### src/rtl/cla_pkg.sv
package cla_pkg;

    // widest lookahead span the shared carry function supports
    localparam int LA_MAX = 8;

    typedef struct packed {
        logic p;
        logic g;
    } pg_t;

    // Flattened two-level carries for an n-bit span (n <= LA_MAX).
    // c[k] = OR over j<k of (g[j] & p[j+1..k-1]) OR (c0 & p[0..k-1])
    function automatic logic [LA_MAX:0] la_carries(
        input logic [LA_MAX-1:0] p,
        input logic [LA_MAX-1:0] g,
        input logic              c0,
        input int                n
    );
        logic [LA_MAX:0] c;
        logic            t;
        c    = '0;
        c[0] = c0;
        for (int k = 1; k <= LA_MAX; k++) begin
            if (k <= n) begin
                t = c0;
                for (int m = 0; m < LA_MAX; m++)
                    if (m < k) t = t & p[m];
                c[k] = t;
                for (int j = 0; j < LA_MAX; j++) begin
                    if (j < k) begin
                        t = g[j];
                        for (int m = 0; m < LA_MAX; m++)
                            if (m > j && m < k) t = t & p[m];
                        c[k] = c[k] | t;
                    end
                end
            end
        end
        return c;
    endfunction

endpackage

### src/rtl/cla_group_pg.sv
module cla_group_pg
    import cla_pkg::*;
#(
    parameter int GRP_W = 4
) (
    input  logic [GRP_W-1:0] a_slice,
    input  logic [GRP_W-1:0] b_slice,
    output logic [GRP_W-1:0] bit_p,
    output logic [GRP_W-1:0] bit_g,
    output pg_t              grp
);

    logic [LA_MAX-1:0] p_pad;
    logic [LA_MAX-1:0] g_pad;
    logic [LA_MAX:0]   c_loc;

    always_comb begin
        bit_p = a_slice | b_slice;
        bit_g = a_slice & b_slice;
        p_pad = '0;
        g_pad = '0;
        p_pad[GRP_W-1:0] = bit_p;
        g_pad[GRP_W-1:0] = bit_g;
        c_loc = la_carries(p_pad, g_pad, 1'b0, GRP_W);
        grp.p = &bit_p;
        grp.g = c_loc[GRP_W];

        // group generate means the slices overflow on their own
        assert_grp_g_R4: assert (grp.g ==
            (({1'b0, a_slice} + {1'b0, b_slice}) >> GRP_W) != 0)
            else $error("group generate disagrees with slice overflow");
        // group propagate guarantees a carry-out when a carry comes in
        assert_grp_p_R3: assert (!grp.p ||
            ((({1'b0, a_slice} + {1'b0, b_slice} + 1) >> GRP_W) != 0))
            else $error("group propagate set without carry pass-through");
    end

endmodule

### src/rtl/cla_group_sum.sv
module cla_group_sum
    import cla_pkg::*;
#(
    parameter int GRP_W = 4
) (
    input  logic [GRP_W-1:0] bit_p,
    input  logic [GRP_W-1:0] bit_g,
    input  logic             grp_cin,
    output logic [GRP_W-1:0] sum
);

    logic [LA_MAX-1:0] p_pad;
    logic [LA_MAX-1:0] g_pad;
    logic [LA_MAX:0]   c_loc;
    logic [GRP_W-1:0]  half;

    always_comb begin
        p_pad = '0;
        g_pad = '0;
        p_pad[GRP_W-1:0] = bit_p;
        g_pad[GRP_W-1:0] = bit_g;
        c_loc = la_carries(p_pad, g_pad, grp_cin, GRP_W);
        half  = bit_p & ~bit_g;
        sum   = half ^ c_loc[GRP_W-1:0];

        // a+b+cin rebuilt as half-sum + 2*generate + cin
        assert_grp_sum_R1: assert ({c_loc[GRP_W], sum} ==
            ({1'b0, half} + {bit_g, 1'b0} + {{GRP_W{1'b0}}, grp_cin}))
            else $error("group sum disagrees with arithmetic");
    end

endmodule

### src/rtl/cla_carry_unit.sv
module cla_carry_unit
    import cla_pkg::*;
#(
    parameter int N_GRP = 4
) (
    input  pg_t [N_GRP-1:0]  grp,
    input  logic             cin,
    output logic [N_GRP-1:0] grp_cin,
    output logic             cout,
    output logic             blk_p,
    output logic             blk_g
);

    logic [LA_MAX-1:0] gp_pad;
    logic [LA_MAX-1:0] gg_pad;
    logic [LA_MAX:0]   c_in;
    logic [LA_MAX:0]   c_zero;

    always_comb begin
        gp_pad = '0;
        gg_pad = '0;
        for (int k = 0; k < N_GRP; k++) begin
            gp_pad[k] = grp[k].p;
            gg_pad[k] = grp[k].g;
        end
        c_in    = la_carries(gp_pad, gg_pad, cin,  N_GRP);
        c_zero  = la_carries(gp_pad, gg_pad, 1'b0, N_GRP);
        grp_cin = c_in[N_GRP-1:0];
        cout    = c_in[N_GRP];
        blk_g   = c_zero[N_GRP];
        blk_p   = &gp_pad[N_GRP-1:0];

        // flattened group carries must match the one-step group relation
        for (int k = 0; k < N_GRP; k++) begin
            assert_ripple_R2: assert (c_in[k+1] ==
                (gg_pad[k] | (gp_pad[k] & c_in[k])))
                else $error("group carry %0d breaks ripple relation", k);
        end
        assert_blk_R7: assert (cout == (blk_g | (blk_p & cin)))
            else $error("carry-out disagrees with block pair");
    end

endmodule

### src/rtl/cla16_adder.sv
module cla16_adder
    import cla_pkg::*;
#(
    parameter int GRP_W = 4,
    parameter int N_GRP = 4
) (
    input  logic [GRP_W*N_GRP-1:0] a_in,
    input  logic [GRP_W*N_GRP-1:0] b_in,
    input  logic                   cin,
    output logic [GRP_W*N_GRP-1:0] sum_out,
    output logic                   cout,
    output logic [N_GRP-1:0]       grp_p_out,
    output logic [N_GRP-1:0]       grp_g_out,
    output logic                   blk_p_out,
    output logic                   blk_g_out
);

    localparam int W = GRP_W * N_GRP;

    pg_t [N_GRP-1:0]  grp_pg;
    logic [N_GRP-1:0] grp_cin;
    logic [W-1:0]     bit_p;
    logic [W-1:0]     bit_g;

    for (genvar gi = 0; gi < N_GRP; gi++) begin : g_grp
        cla_group_pg #(.GRP_W(GRP_W)) u_pg (
            .a_slice (a_in[gi*GRP_W +: GRP_W]),
            .b_slice (b_in[gi*GRP_W +: GRP_W]),
            .bit_p   (bit_p[gi*GRP_W +: GRP_W]),
            .bit_g   (bit_g[gi*GRP_W +: GRP_W]),
            .grp     (grp_pg[gi])
        );

        cla_group_sum #(.GRP_W(GRP_W)) u_sum (
            .bit_p   (bit_p[gi*GRP_W +: GRP_W]),
            .bit_g   (bit_g[gi*GRP_W +: GRP_W]),
            .grp_cin (grp_cin[gi]),
            .sum     (sum_out[gi*GRP_W +: GRP_W])
        );

        assign grp_p_out[gi] = grp_pg[gi].p;
        assign grp_g_out[gi] = grp_pg[gi].g;
    end

    cla_carry_unit #(.N_GRP(N_GRP)) u_cu (
        .grp     (grp_pg),
        .cin     (cin),
        .grp_cin (grp_cin),
        .cout    (cout),
        .blk_p   (blk_p_out),
        .blk_g   (blk_g_out)
    );

endmodule

### config.mk
export PLATFORM = sky130hd
export DESIGN_NAME = cla16_adder
export DESIGN_NICKNAME = d
export VERILOG_FILES = /design/src/rtl/cla_pkg.sv /design/src/rtl/cla_group_pg.sv /design/src/rtl/cla_group_sum.sv /design/src/rtl/cla_carry_unit.sv /design/src/rtl/cla16_adder.sv
export SDC_FILE = /design/constraint.sdc
export NUM_CORES = 1
export LEC_CHECK = 0
export BUFFER_PORTS_ARGS = -buffer_cell sky130_fd_sc_hd__buf_4
export CAP_MARGIN = 20
export CORE_UTILIZATION = 40
export DETAILED_ROUTE_END_ITERATION = 10
export PLACE_DENSITY_LB_ADDON = 0.05
export REMOVE_ABC_BUFFERS = 1
export SETUP_SLACK_MARGIN = 0.15
export SYNTH_ARGS = -nofsm -noshare
export SYNTH_HDL_FRONTEND = slang
export SYNTH_SLANG_ARGS = --single-unit
export TNS_END_PERCENT = 50
### constraint.sdc
create_clock -name vclk -period 4.6
set_input_delay 0.92 -clock vclk [all_inputs]
set_output_delay 0.92 -clock vclk [all_outputs]
set_load 0.01 [all_outputs]
==> impl_results.md <==
- Post-synth top area share: 0.319
- Critical-path cell list: buf_4 -> inv_1 -> ha_1 -> nor2b_1 -> or2_4 -> o31a_4 -> nor2_4 -> inv_2 -> a21o_1 -> fa_1 -> xor2_1 -> buf_4
- Max-capacitance violation count: 0
- Period Utilization, post-route: 0.852
- Filler cell count in the final layout: between 200 and 300
- Layout cell share with drive strength beyond 1: 0.314
- Resized cells post-CTS: 0
- Total Negative Setup Slacks: 0 ns
- Vias in the first global route: roughly 1300
- Min-delay worst type: input port to output port
- Area of combinational cells with multiple inputs: approximately 1100 um^2
- DRC violation total after the first TritonRoute iteration: 41
- Avg WL per Cell: between 10 and 15 um
- Finished Layout Cells: about 270
- Antenna-violating nets left: 0
- Last weighted congestion value of the routability-driven placer: roughly 0.82
- Number of distinct library cell variants in the gate-level netlist after synthesis: between 40 and 50
- Arrival time worst endpoint: ~3 ns
- Number of pins exceeding their max-slew limit in the final report: 0
- Width of the chip: 58.0 um
- Shortest period the worst path allows: between 3 and 4 ns
- Height of the die: roughly 58 um
- Cell Pwr Density: between 100 and 150 nW/um^2
- Setup repair after global routing missed its margin: false
- Total placed cells including tap cells: about 270
- IO Count: 60
- Worst slew pin tran: 0.687 ns
- DRC violation count after routing: 5
- # port buffers: 60
- Result of the run: complete, but fails checks
- DIE AREA: around 3400 um^2
- Largest incremental delay on the critical path: ~0.37 ns
- Peak Freq: 0.255 GHz
- Remaining global-route overflow: 0
- Number of nets in the finished design: 300
- Final sequential cell count: 0
- Via count: 1353
- Number of antenna violations at the first check in global routing: 0
- Area leader, netlist: ha_1
- Category of the worst setup path launch point: input port
- Final WL: ~2900 um
- Max_slew headroom: 0.538
- Most frequent cell after synthesis: inv_1
- Area overhead of the layout relative to synthesis: 40.6%
- Cells after Synth: around 170
- Number of hold-slack violations in the final timing report: 0
- Sum of internal, switching and leakage power: around 0.24 mW
- Placed wire-length estimate after detailed placement: around 2700 um
- # rows: 19
- Violations in the final reports: DRC
- Setup Viol. Count Final: 0
- Top cell types by occurrence after synthesis: inv_1 (42), ha_1 (32), nor2_1 (10), a21oi_1 (8)
- Count of clock-net buffers in the final layout: 0
- Slowest-stage cell, CP: fa_1
- Top cells by area, synth: ha_1 (32%), inv_1 (13%), fa_1 (6.4%), xor2_1 (3.5%), a21oi_1 (3.2%)
- Worst EP required: 3.68 ns
- FF/Latch Area: 0 um^2
- Post-synthesis sequential area ratio: 0
- Highest fanout seen on the critical path: 4
- Mean area per synthesized cell: about 7.5 um^2
- Post-CTS setup buffer count: 0
- Critical Path Sink Type: output port
- First-pass GRT wire length: 4930 um
- Final design utilization: 0.614
- Core outline area: about 2900 um^2
- Warning count from the yosys run: 0
- Worst-case hold slack: about 2.2 ns
- Average vias per placed instance: 4.99
- Most frequent CP cell: buf_4
- Cts-stage hold buffer count: 0
- Number of detailed-routing iterations run before antenna repair: 7
- Area of the mapped netlist: about 1300 um^2
- Antenna diode count: 0
- Leakage power of the design: 0.989 nW
- Overall global routing resource usage: 0.176
- Worst vdd ir: 73.5 uV
- CP Class: input port to output port
- Pin count of the biggest net entering global routing: 9
- Initial core utilization: 0.437
[metal layers]
layer | track usage | wire length, um
met1 | 0.199 | 1220
met2 | 0.369 | 1580
met3 | 0 | 125
met4 | 0.0238 | 28
met5 | 0 | 0
[cell families after synthesis]
logic type,Yosys count,synth area share
adder cells (fa/ha/maj),36,0.382
AO/OA/AOI/OAI,32,0.184
AND/OR/NAND/NOR,48,0.240
multiplexers,1,0.00896
XOR/XNOR,8,0.0558
buffers and inverters,43,0.128
[through the flow]
stage	cell area, um^2	worst slack, ns
after detailed placement	1770	0.693
after CTS	1770	0.679
after floorplan	1260	0.959
after global placement	1770	0.719
after global routing	1770	0.555
final	1770	0.680
[where the power goes]
group,leakage (nW),switching (mW),internal [mW]
logic,0.989,0.115,0.122
clock network,0,0,0
registers,0,0,0
total,0.989,0.115,0.122
[worst max-delay path: cells and delay by family]
family	cells	cell delay, ns
buffers and inverters	4	0.37
XOR/XNOR	1	0.15
AND/OR/NAND/NOR	3	0.44
adder cells (fa/ha/maj)	2	0.59
AO/OA/AOI/OAI	2	0.53
[cells in the final DEF, fill, tap and decap left out, types with 3 or more instances in the layout]
cell      count
ha_1         32
inv_1        42
fa_1          4
xor2_1        5
nor4_1        4
nor2b_1       4
buf_4        61
or2_2         3
a21oi_1       8
o21ai_0       5
xnor2_1       3
o21bai_1      4
a311oi_1      3
nor2_1       10
nand2_1       5
[layout make-up]
class	count	area share
tap	42	0.0297
inverter	43	0.0914
timing repair buffer	61	0.259
multi-input combinational	125	0.620
[worst paths after layout]
| path | startpoint | to | slack [ns] | cells past startpoint |
|---|---|---|---|---|
| worst min-delay path | b_in[8] | sum_out[8] | 2.20 | 3 |
| worst max-delay path | a_in[3] | sum_out[13] | 0.68 | 12 |
Note: power is estimated with default switching activity, not from simulation.
